**src/rtl/rps_pkg.sv**
```systemverilog
package rps_pkg;
  typedef enum logic [1:0] {
    ST_NORM    = 2'd0,
    ST_GAP_IN  = 2'd1,
    ST_TEST    = 2'd2,
    ST_GAP_OUT = 2'd3
  } rps_mode_e;
endpackage

```
**src/rtl/rps_sched.sv**
```systemverilog
module rps_sched
  import rps_pkg::*;
#(
  parameter int CNT_W = 16
) (
  input  logic             clk_i,
  input  logic             rst_ni,
  input  logic             tick_i,
  input  logic [CNT_W-1:0] interval_i,
  input  logic [CNT_W-1:0] len_i,
  output rps_mode_e        mode_o,
  output logic             test_end_o
);
  rps_mode_e        mode_q;
  logic [CNT_W-1:0] cnt_q;
  logic             last;

  assign last       = (mode_q == ST_NORM) ? (cnt_q == interval_i - CNT_W'(1))
                                          : (cnt_q == len_i - CNT_W'(1));
  assign test_end_o = tick_i && (mode_q == ST_TEST) && last;
  assign mode_o     = mode_q;

  always_ff @(posedge clk_i or negedge rst_ni) begin
    if (!rst_ni) begin
      mode_q <= ST_NORM;
      cnt_q  <= '0;
    end else if (tick_i) begin
      unique case (mode_q)
        ST_NORM: begin
          if (last) begin mode_q <= ST_GAP_IN; cnt_q <= '0; end
          else cnt_q <= cnt_q + CNT_W'(1);
        end
        ST_GAP_IN: begin mode_q <= ST_TEST; cnt_q <= '0; end
        ST_TEST: begin
          if (last) begin mode_q <= ST_GAP_OUT; cnt_q <= '0; end
          else cnt_q <= cnt_q + CNT_W'(1);
        end
        default: begin mode_q <= ST_NORM; cnt_q <= '0; end
      endcase
    end
  end
endmodule

```
**src/rtl/rps_avg_buf.sv**
```systemverilog
module rps_avg_buf #(
  parameter int DW    = 12,
  parameter int LOG2N = 2
) (
  input  logic          clk_i,
  input  logic          rst_ni,
  input  logic          clr_i,
  input  logic          push_i,
  input  logic [DW-1:0] data_i,
  output logic [DW-1:0] avg_o
);
  localparam int DEPTH = 1 << LOG2N;
  localparam int SW    = DW + LOG2N;

  logic [DW-1:0] mem_q [DEPTH];
  logic [SW-1:0] sum;

  for (genvar k = 0; k < DEPTH; k++) begin : g_tap
    always_ff @(posedge clk_i or negedge rst_ni) begin
      if (!rst_ni)      mem_q[k] <= '0;
      else if (clr_i)   mem_q[k] <= '0;
      else if (push_i)  mem_q[k] <= (k == 0) ? data_i : mem_q[(k == 0) ? 0 : k-1];
    end
  end

  always_comb begin
    sum = '0;
    for (int k = 0; k < DEPTH; k++) sum = sum + SW'(mem_q[k]);
  end

  assign avg_o = DW'(sum >> LOG2N);
endmodule

```
**src/rtl/rps_gate_map.sv**
```systemverilog
module rps_gate_map
  import rps_pkg::*;
(
  input  logic       en_i,
  input  rps_mode_e  mode_i,
  input  logic       pwm_i,
  output logic [3:0] gate_o
);
  // [0] hi outer, [1] hi inner, [2] lo inner, [3] lo outer
  always_comb begin
    gate_o = 4'b0000;
    if (en_i) begin
      unique case (mode_i)
        ST_NORM: gate_o = {1'b1, ~pwm_i, pwm_i, 1'b1};
        ST_TEST: gate_o = {~pwm_i, 1'b1, 1'b1, pwm_i};
        default: gate_o = 4'b0000;
      endcase
    end
  end
endmodule

```
**src/rtl/rps_health_mon.sv**
```systemverilog
module rps_health_mon
  import rps_pkg::*;
#(
  parameter int CUR_W     = 12,
  parameter int CNT_W     = 16,
  parameter int AVG_LOG2  = 2
) (
  input  logic             clk_i,
  input  logic             rst_ni,
  input  logic             period_start_i,
  input  logic             pwm_i,
  input  logic             cur_valid_i,
  input  logic [CUR_W-1:0] cur_peak_i,
  input  logic [CNT_W-1:0] test_interval_i,
  input  logic [CNT_W-1:0] test_len_i,
  input  logic [CUR_W-1:0] fault_thr_i,
  input  logic             fault_clr_i,
  output logic [7:0]       gate_o,
  output logic             fault_o,
  output logic             failed_stage_o,
  output logic             active_stage_o
);
  localparam int NSTAGE = 2;

  rps_mode_e        mode;
  logic             test_end;
  logic [CUR_W-1:0] avg_n, avg_t, diff;
  logic [NSTAGE-1:0] dead_q;
  logic             act_q, failed_q, trip;

  rps_sched #(.CNT_W(CNT_W)) i_sched (
    .clk_i, .rst_ni,
    .tick_i     (period_start_i),
    .interval_i (test_interval_i),
    .len_i      (test_len_i),
    .mode_o     (mode),
    .test_end_o (test_end)
  );

  rps_avg_buf #(.DW(CUR_W), .LOG2N(AVG_LOG2)) i_avg_norm (
    .clk_i, .rst_ni,
    .clr_i  (trip),
    .push_i (cur_valid_i && mode == ST_NORM),
    .data_i (cur_peak_i),
    .avg_o  (avg_n)
  );

  rps_avg_buf #(.DW(CUR_W), .LOG2N(AVG_LOG2)) i_avg_test (
    .clk_i, .rst_ni,
    .clr_i  (trip),
    .push_i (cur_valid_i && mode == ST_TEST),
    .data_i (cur_peak_i),
    .avg_o  (avg_t)
  );

  assign diff = (avg_n > avg_t) ? avg_n - avg_t : avg_t - avg_n;
  assign trip = test_end && !dead_q[act_q] && (diff > fault_thr_i);

  always_ff @(posedge clk_i or negedge rst_ni) begin
    if (!rst_ni) begin
      dead_q   <= '0;
      act_q    <= 1'b0;
      failed_q <= 1'b0;
    end else begin
      if (fault_clr_i) dead_q <= '0;
      if (trip) begin
        dead_q[act_q] <= 1'b1;
        act_q         <= ~act_q;
        if (dead_q == '0) failed_q <= act_q;
      end
    end
  end

  for (genvar s = 0; s < NSTAGE; s++) begin : g_stage
    rps_gate_map i_map (
      .en_i   ((act_q == s[0]) && !dead_q[s]),
      .mode_i (mode),
      .pwm_i  (pwm_i),
      .gate_o (gate_o[4*s +: 4])
    );
  end

  assign fault_o        = |dead_q;
  assign failed_stage_o = failed_q;
  assign active_stage_o = act_q;
endmodule

```
**config.mk**
```make
export PLATFORM = sky130hd
export DESIGN_NAME = rps_health_mon
export DESIGN_NICKNAME = d
export VERILOG_FILES = /design/src/rtl/rps_pkg.sv /design/src/rtl/rps_sched.sv /design/src/rtl/rps_avg_buf.sv /design/src/rtl/rps_gate_map.sv /design/src/rtl/rps_health_mon.sv
export SDC_FILE = /design/constraint.sdc
export NUM_CORES = 1
export LEC_CHECK = 0
export ABC_AREA = 1
export ABC_CLOCK_PERIOD_IN_PS = 7000
export BUFFER_PORTS_ARGS = -buffer_cell sky130_fd_sc_hd__buf_2
export CORE_MARGIN = 1.5
export CORE_UTILIZATION = 35
export DETAILED_ROUTE_END_ITERATION = 6
export GPL_ROUTABILITY_DRIVEN = 0
export PLACE_DENSITY = 0.55
export SYNTH_ARGS = -nofsm -noshare
export SYNTH_HDL_FRONTEND = slang
export SYNTH_HIERARCHICAL = 1
export SYNTH_SLANG_ARGS = --single-unit
```
**constraint.sdc**
```tcl
create_clock -name clk_i -period 7 [get_ports clk_i]
set_clock_uncertainty 0.1 [all_clocks]
set_input_delay 0.35 -clock clk_i [delete_from_list [all_inputs] [get_ports clk_i]]
set_output_delay 0.35 -clock clk_i [all_outputs]
set_load 0.1 [all_outputs]
```
Yosys cells after proc, flatten, opt, wreduce, memory -nomap -nowiden:

Cells that the tools add are included.

* flip-flop bits (word level): 118
* input port bits: 62
* output and inout port bits: 11
* word-level logic and storage cells: 89

* add/subtract/negate cells: 11
* order comparisons: 4
* equal/unequal tests: 6
* muxes and demuxes: 32
* bitwise gates (word level): 3
* reduce and logical (&&, ||, !) cells: 20

Operator list (number)
* 12-bit 2-to-1 mux: 17
* 14-bit by 12-bit adder with 14-bit output: 4
* 16-bit equality test: 2
* 16-bit 2-to-1 mux: 2
* 16-bit by 1-bit subtractor with 16-bit output (second input constant): 2
* 12-bit by 12-bit adder with 13-bit output: 2
* 12-bit > comparator: 2
* 12-bit subtractor: 2
* 16-bit by 1-bit adder with 16-bit output (second input constant): 1
* 1-bit logical AND: 9
* 2-bit 2-to-1 mux: 4
* 4-bit 2-to-1 mux: 2
* 4-bit one-hot mux with 2 select lines: 1
* 2-bit one-hot mux with 3 select lines: 1
* 2-bit zero test: 2
* 1-bit 2-to-1 mux: 4
* 2-bit by 1-bit inequality test with 1-bit output (second input constant): 2
* 2-bit nonzero test: 2
* 2-bit OR reduction: 2
* 1-bit zero test: 3
* 3-bit AND reduction: 1
* 2-bit by 1-bit equality test with 1-bit output (second input constant): 1
* 2-bit equality test (second input constant): 1
* 1-bit by 2-bit less-than comparator with 1-bit output (second input constant): 1
* other kinds (5): 6

Longest topological paths before layout:

* depth in word-level cells: 8
* depth in mapped cells: 39
* depth with buffers taken out: 38

Modules after synthesis:

Netlist, hierarchy kept.

By module, submodules not included
* rps_avg_buf: instances 2, cells each 345, area an instance 3140.5 µm², sequential area each 1201.2 µm²
* rps_sched: instances 1, cells each 340, area an instance 2083.2 µm², sequential area each 450.4 µm²
* rps_health_mon: instances 1, cells each 377, area an instance 2024.4 µm², sequential area each 100.1 µm²
* rps_gate_map: instances 2, cells each 13, area an instance 48.8 µm², sequential area each 0.0 µm²

Worst setup path before layout:

Ideal clock, no wire load.

* path kind: reg2reg
* start: reg i_avg_norm/mem_q[26] (netlist bit)
* end: reg i_avg_norm/mem_q[14] (netlist bit)
* setup time: 0.127 ns
* arrival: 5.083 ns
* data required time: 6.773 ns
* setup slack: 1.690 ns
* cell stages (with the launch flop): 36
* path buffers: 2
* period minus slack after synthesis: 5.310 ns
* cell sequence: dfrtp_1 inv_1 fa_1 fa_1 inv_1 fa_1 nand3_1 nand3_1 nand2_1 nand2_1 xor2_1 inv_1 ha_1 nand2_1 nand2_1 nand2_2 nand2_1 nand2_1 nand3_2 nand2_2 buf_6 nand2_1 nand2_1 inv_1 ha_1 nand2_1 nor2_1 and2_1 nand2_1 nand3_1 nand3_1 nand2_1 inv_1 nand2_2 buf_2 o22ai_2

* longest elaborated chain between the ends: 8
* elaborated cells between the ends (all ways): 12
* those cells by class: add/sub (5); order compare (2); mux (3); reduce/logical (2)

Ends and longest elaborated chain
* from (decl): RTL line rps_avg_buf.sv:15 `logic [DW-1:0] mem_q [DEPTH];`
* from (signal, indexed assignment): RTL line rps_avg_buf.sv:22 `else if (push_i) mem_q[k] <= (k == 0) ? data_i : mem_q[(k == 0) ? 0 : k-1];`
* 12-bit by 12-bit adder with 13-bit output *: RTL line rps_avg_buf.sv:28 `for (int k = 0; k < DEPTH; k++) sum = sum + SW'(mem_q[k]);`
* 14-bit by 12-bit adder with 14-bit output * (2 in a row): RTL line rps_avg_buf.sv:28
* named net avg_n[5]: RTL line rps_health_mon.sv:27 `logic [CUR_W-1:0] avg_n, avg_t, diff;`
* 12-bit subtractor / 12-bit > comparator (equally long branches): RTL line rps_health_mon.sv:56 `assign diff = (avg_n > avg_t) ? avg_n - avg_t : avg_t - avg_n;`
* 12-bit 2-to-1 mux *: RTL line rps_health_mon.sv:56
* 12-bit > comparator *: RTL line rps_health_mon.sv:57 `assign trip = test_end && !dead_q[act_q] && (diff > fault_thr_i);`
* 1-bit logical AND *: RTL line rps_health_mon.sv:57
* named net trip: RTL line rps_health_mon.sv:29 `logic act_q, failed_q, trip;`
* 12-bit 2-to-1 mux / 2-bit nonzero test (equally long branches)

Mark *: on every way through the listed nets, which the timed path passes. The rest lies on a longest branch. The select of a mux whose other input is x is not followed.
A chain may end at the register's enable or synchronous reset.

Worst setup path after layout:

* start: reg i_avg_norm/mem_q[20] (netlist bit)
* end: reg i_avg_test/mem_q[3] (netlist bit)

* longest elaborated chain between the ends: 7
* elaborated cells between the ends (all ways): 10
* those cells by class: add/sub (4); order compare (2); mux (2); reduce/logical (2)

Ends and longest elaborated chain (RTL line)
* 14-bit by 12-bit adder with 14-bit output * (2 in a row): rps_avg_buf.sv:28
* named net avg_n[10]: rps_health_mon.sv:27
* 12-bit subtractor / 12-bit > comparator (equally long branches): rps_health_mon.sv:56
* 12-bit 2-to-1 mux *: rps_health_mon.sv:56
* 12-bit > comparator *: rps_health_mon.sv:57
* 1-bit logical AND *: rps_health_mon.sv:57
* named net trip: rps_health_mon.sv:29
* 12-bit 2-to-1 mux / 2-bit nonzero test (equally long branches)
* to (signal, indexed assignment): rps_avg_buf.sv:22
* to (decl): rps_avg_buf.sv:15

Mark *: on every way through the listed nets, which the timed path passes. The rest lies on a longest branch.

==> impl_metrics.ini <==
[die]
io_pins = 73
core_um2 = 29560
dieArea_um2 = 31010
die_h_um = 176.1
initial_core_util = 0.3548
die_x_um = 176.1
rows = 63

[critical_path]
r2r-start = i_avg_norm/mem_q[20]
worst_setup_path_end_kind = flop
path_buf_inv = 9
r2r_cells = 37
critPathTopFamily = simple AND/OR/NAND/NOR gates
start_kind = flop
crit_slowest_cell = fa_1
reg2reg_slack_ns = 0.69
crit_type = flop to flop
slowest_delay_ns = 0.51
crit_required_ns = 7.23
r2r-end = i_avg_test/mem_q[3]
cpMostUsedCell = nand2_1
worstPathArrival_ns = 6.54
critPathMaxFanout = 36

[job]
cap_violations = 0

[clocking]
cts_max_level = 4
clock_path_buffers = 2
cts-buffers-inserted = 17
cts.clk_slew.worst_paths_ns = 0.06
clk-insertion-delay-late_ns = 0.43
clock-root-buffer = clkbuf_16
cts_tree = done
clock_sinks = 118

[routing]
num_vias = 8680
drc = 0
first_iter_violations = 485
via_per_inst = 4.559
first_pass_iters = 5
wl_um = 23950
wire_per_inst_um = 12.58
detail-route-antenna-nets = 0

[place]
placedCellCount = 1871
place_hpwl_um = 18850
port_buffers = 72
dpl_worst_slack_ns = 0.5483

[synth]
yosys_warnings = 6
synth_common_cells = nand2_1 (397), inv_1 (346), dfrtp_1 (118)
synthesis.area_um2 = 10490
syn_area_per_cell_um2 = 7.318
async_flop_share = 1.000
synth_area_leaders = dfrtp_1 (28%), nand2_1 (14%), inv_1 (12%), fa_1 (9.5%), ha_1 (7.3%)
yosysTopAreaCell = dfrtp_1
synthCells = 1433
yosysMostFrequentCell = nand2_1
synth-seq-cells = 118
ys_seq_area_frac = 0.2816
yosys.cell_types.count = 38
synth_edf_count = 0
synth_flop_cell = dfrtp_1
syn-num-nets = 1606
synth_top_area_share = 0.2816

[min_path]
hold_path_depth = 2
hold_start = fault_clr_i
whs_endpoint = dead_q[0]
hp-class = primary input to flop

[finish]
nets = 1674
antenna-diode-count = 0
final_cells = 1904
area_growth_pct = 12.85
final_util = 0.4003
drive_above_1_share = 0.1314

[timing]
drv_slew = 0
worstMarginPinSlew_ns = 1.073
fin_crit_sh = 0.9020
fmax_ghz = 0.1584
setup_ws_ns = 0.6861
setup_viol = 0
finalCriticalPeriod_ns = 6.314
hold_viol = 0
maxSlewHeadroom = 0.2809
rsz0062_at_grt = yes

[grt]
antenna_found_initial = 1
grt.overflow.total = 0
grt_max_degree = 62
grt_pass1_vias = 8407
grt_pass1_wl_um = 40860
grt_use_total = 0.1626

[status]
status = complete, no violations
what timing repair did:
item,in CTS,in global routing
hold buffers,1,0
resized for setup,0,1
hold endpoints to repair,60,0
setup buffers,0,0
setup endpoints to repair,0,25
layout by cell type (no fill, tap or decap), drive strengths merged, types with 2 or more instances in the layout:
master,Yosys,layout
a21oi,40,40
buf,25,79
bufinv,0,2
clkbuf,6,19
clkinv,1,6
clkinvlp,0,2
dfrtp,118,118
fa,50,50
ha,61,61
inv,349,353
nand2,410,410
nand3,105,105
nand3b,2,2
nand4,20,20
nor2,77,77
nor3,9,9
o21ai,38,38
o21bai,2,2
o22ai,73,73
or2,3,3
xnor2,2,2
xor2,37,37
cell families after synthesis:
| logic type | share of synthesized area |
|---|---|
| compound gates | 0.1113 |
| fa+ha+maj | 0.1682 |
| flops | 0.2816 |
| buf+inv | 0.1471 |
| xor+xnor | 0.03472 |
| simple gates | 0.2570 |
cell type report:
| class | count | area (um^2) |
|---|---|---|
| multi-input combinational | 934 | 6003 |
| tap | 390 | 488.0 |
| fill | 3094 | 17730 |
| clock buffer | 19 | 452.9 |
| clock inverter | 13 | 146.4 |
| sequential | 118 | 2953 |
| timing repair buffer | 80 | 475.5 |
| inverter | 350 | 1315 |
metal layers:
metal  routed length (um)  global-route usage  up-vias
met1                12280              0.2325     3984
met2                10580              0.2575      159
met3                  865             0.02455       13
met4                  228             0.03846        0
li1                     -                   -     4524
met5                    0                   0        -
stage by stage:
step            TNS [ns]  hold WS [ns]  area [um^2]
3_3_place_gp           0        0.3827        11220
2_1_floorplan          0      -0.04559        10490
5_1_grt        -0.003871       0.03298        11830
6_report               0       0.03404        11830
3_5_place_dp           0        0.3771        11220
4_1_cts                0       0.01504        11830
state kept, by name, summed over array words and instances (netlist names):
| signal | cells |
|---|---|
| i_sched/cnt_q | 16 |
| failed_stage_o | 1 |
| i_avg_test/mem_q | 48 |
| active_stage_o | 1 |
| i_sched/mode_o | 2 |
| dead_q | 2 |
| i_avg_norm/mem_q | 48 |
how the worst max path moves through the flow:
stage	slack [ns]	startpoint	cells after the start	end
floorplan	1.69	i_avg_norm/mem_q[26]	35	i_avg_norm/mem_q[14]
global placement	0.62	i_avg_norm/mem_q[1]	35	i_avg_norm/mem_q[38]
detailed placement	0.55	i_avg_norm/mem_q[26]	34	i_avg_norm/mem_q[38]
CTS	0.52	i_avg_norm/mem_q[26]	34	i_avg_norm/mem_q[38]
global route	-0.004	i_avg_norm/mem_q[1]	37	i_avg_test/mem_q[13]
finish	0.69	i_avg_norm/mem_q[20]	37	i_avg_test/mem_q[3]
Power is left out: the tool's default activity adds up to more than one toggle a clock period on the data nets, which glitch-free logic cannot reach.
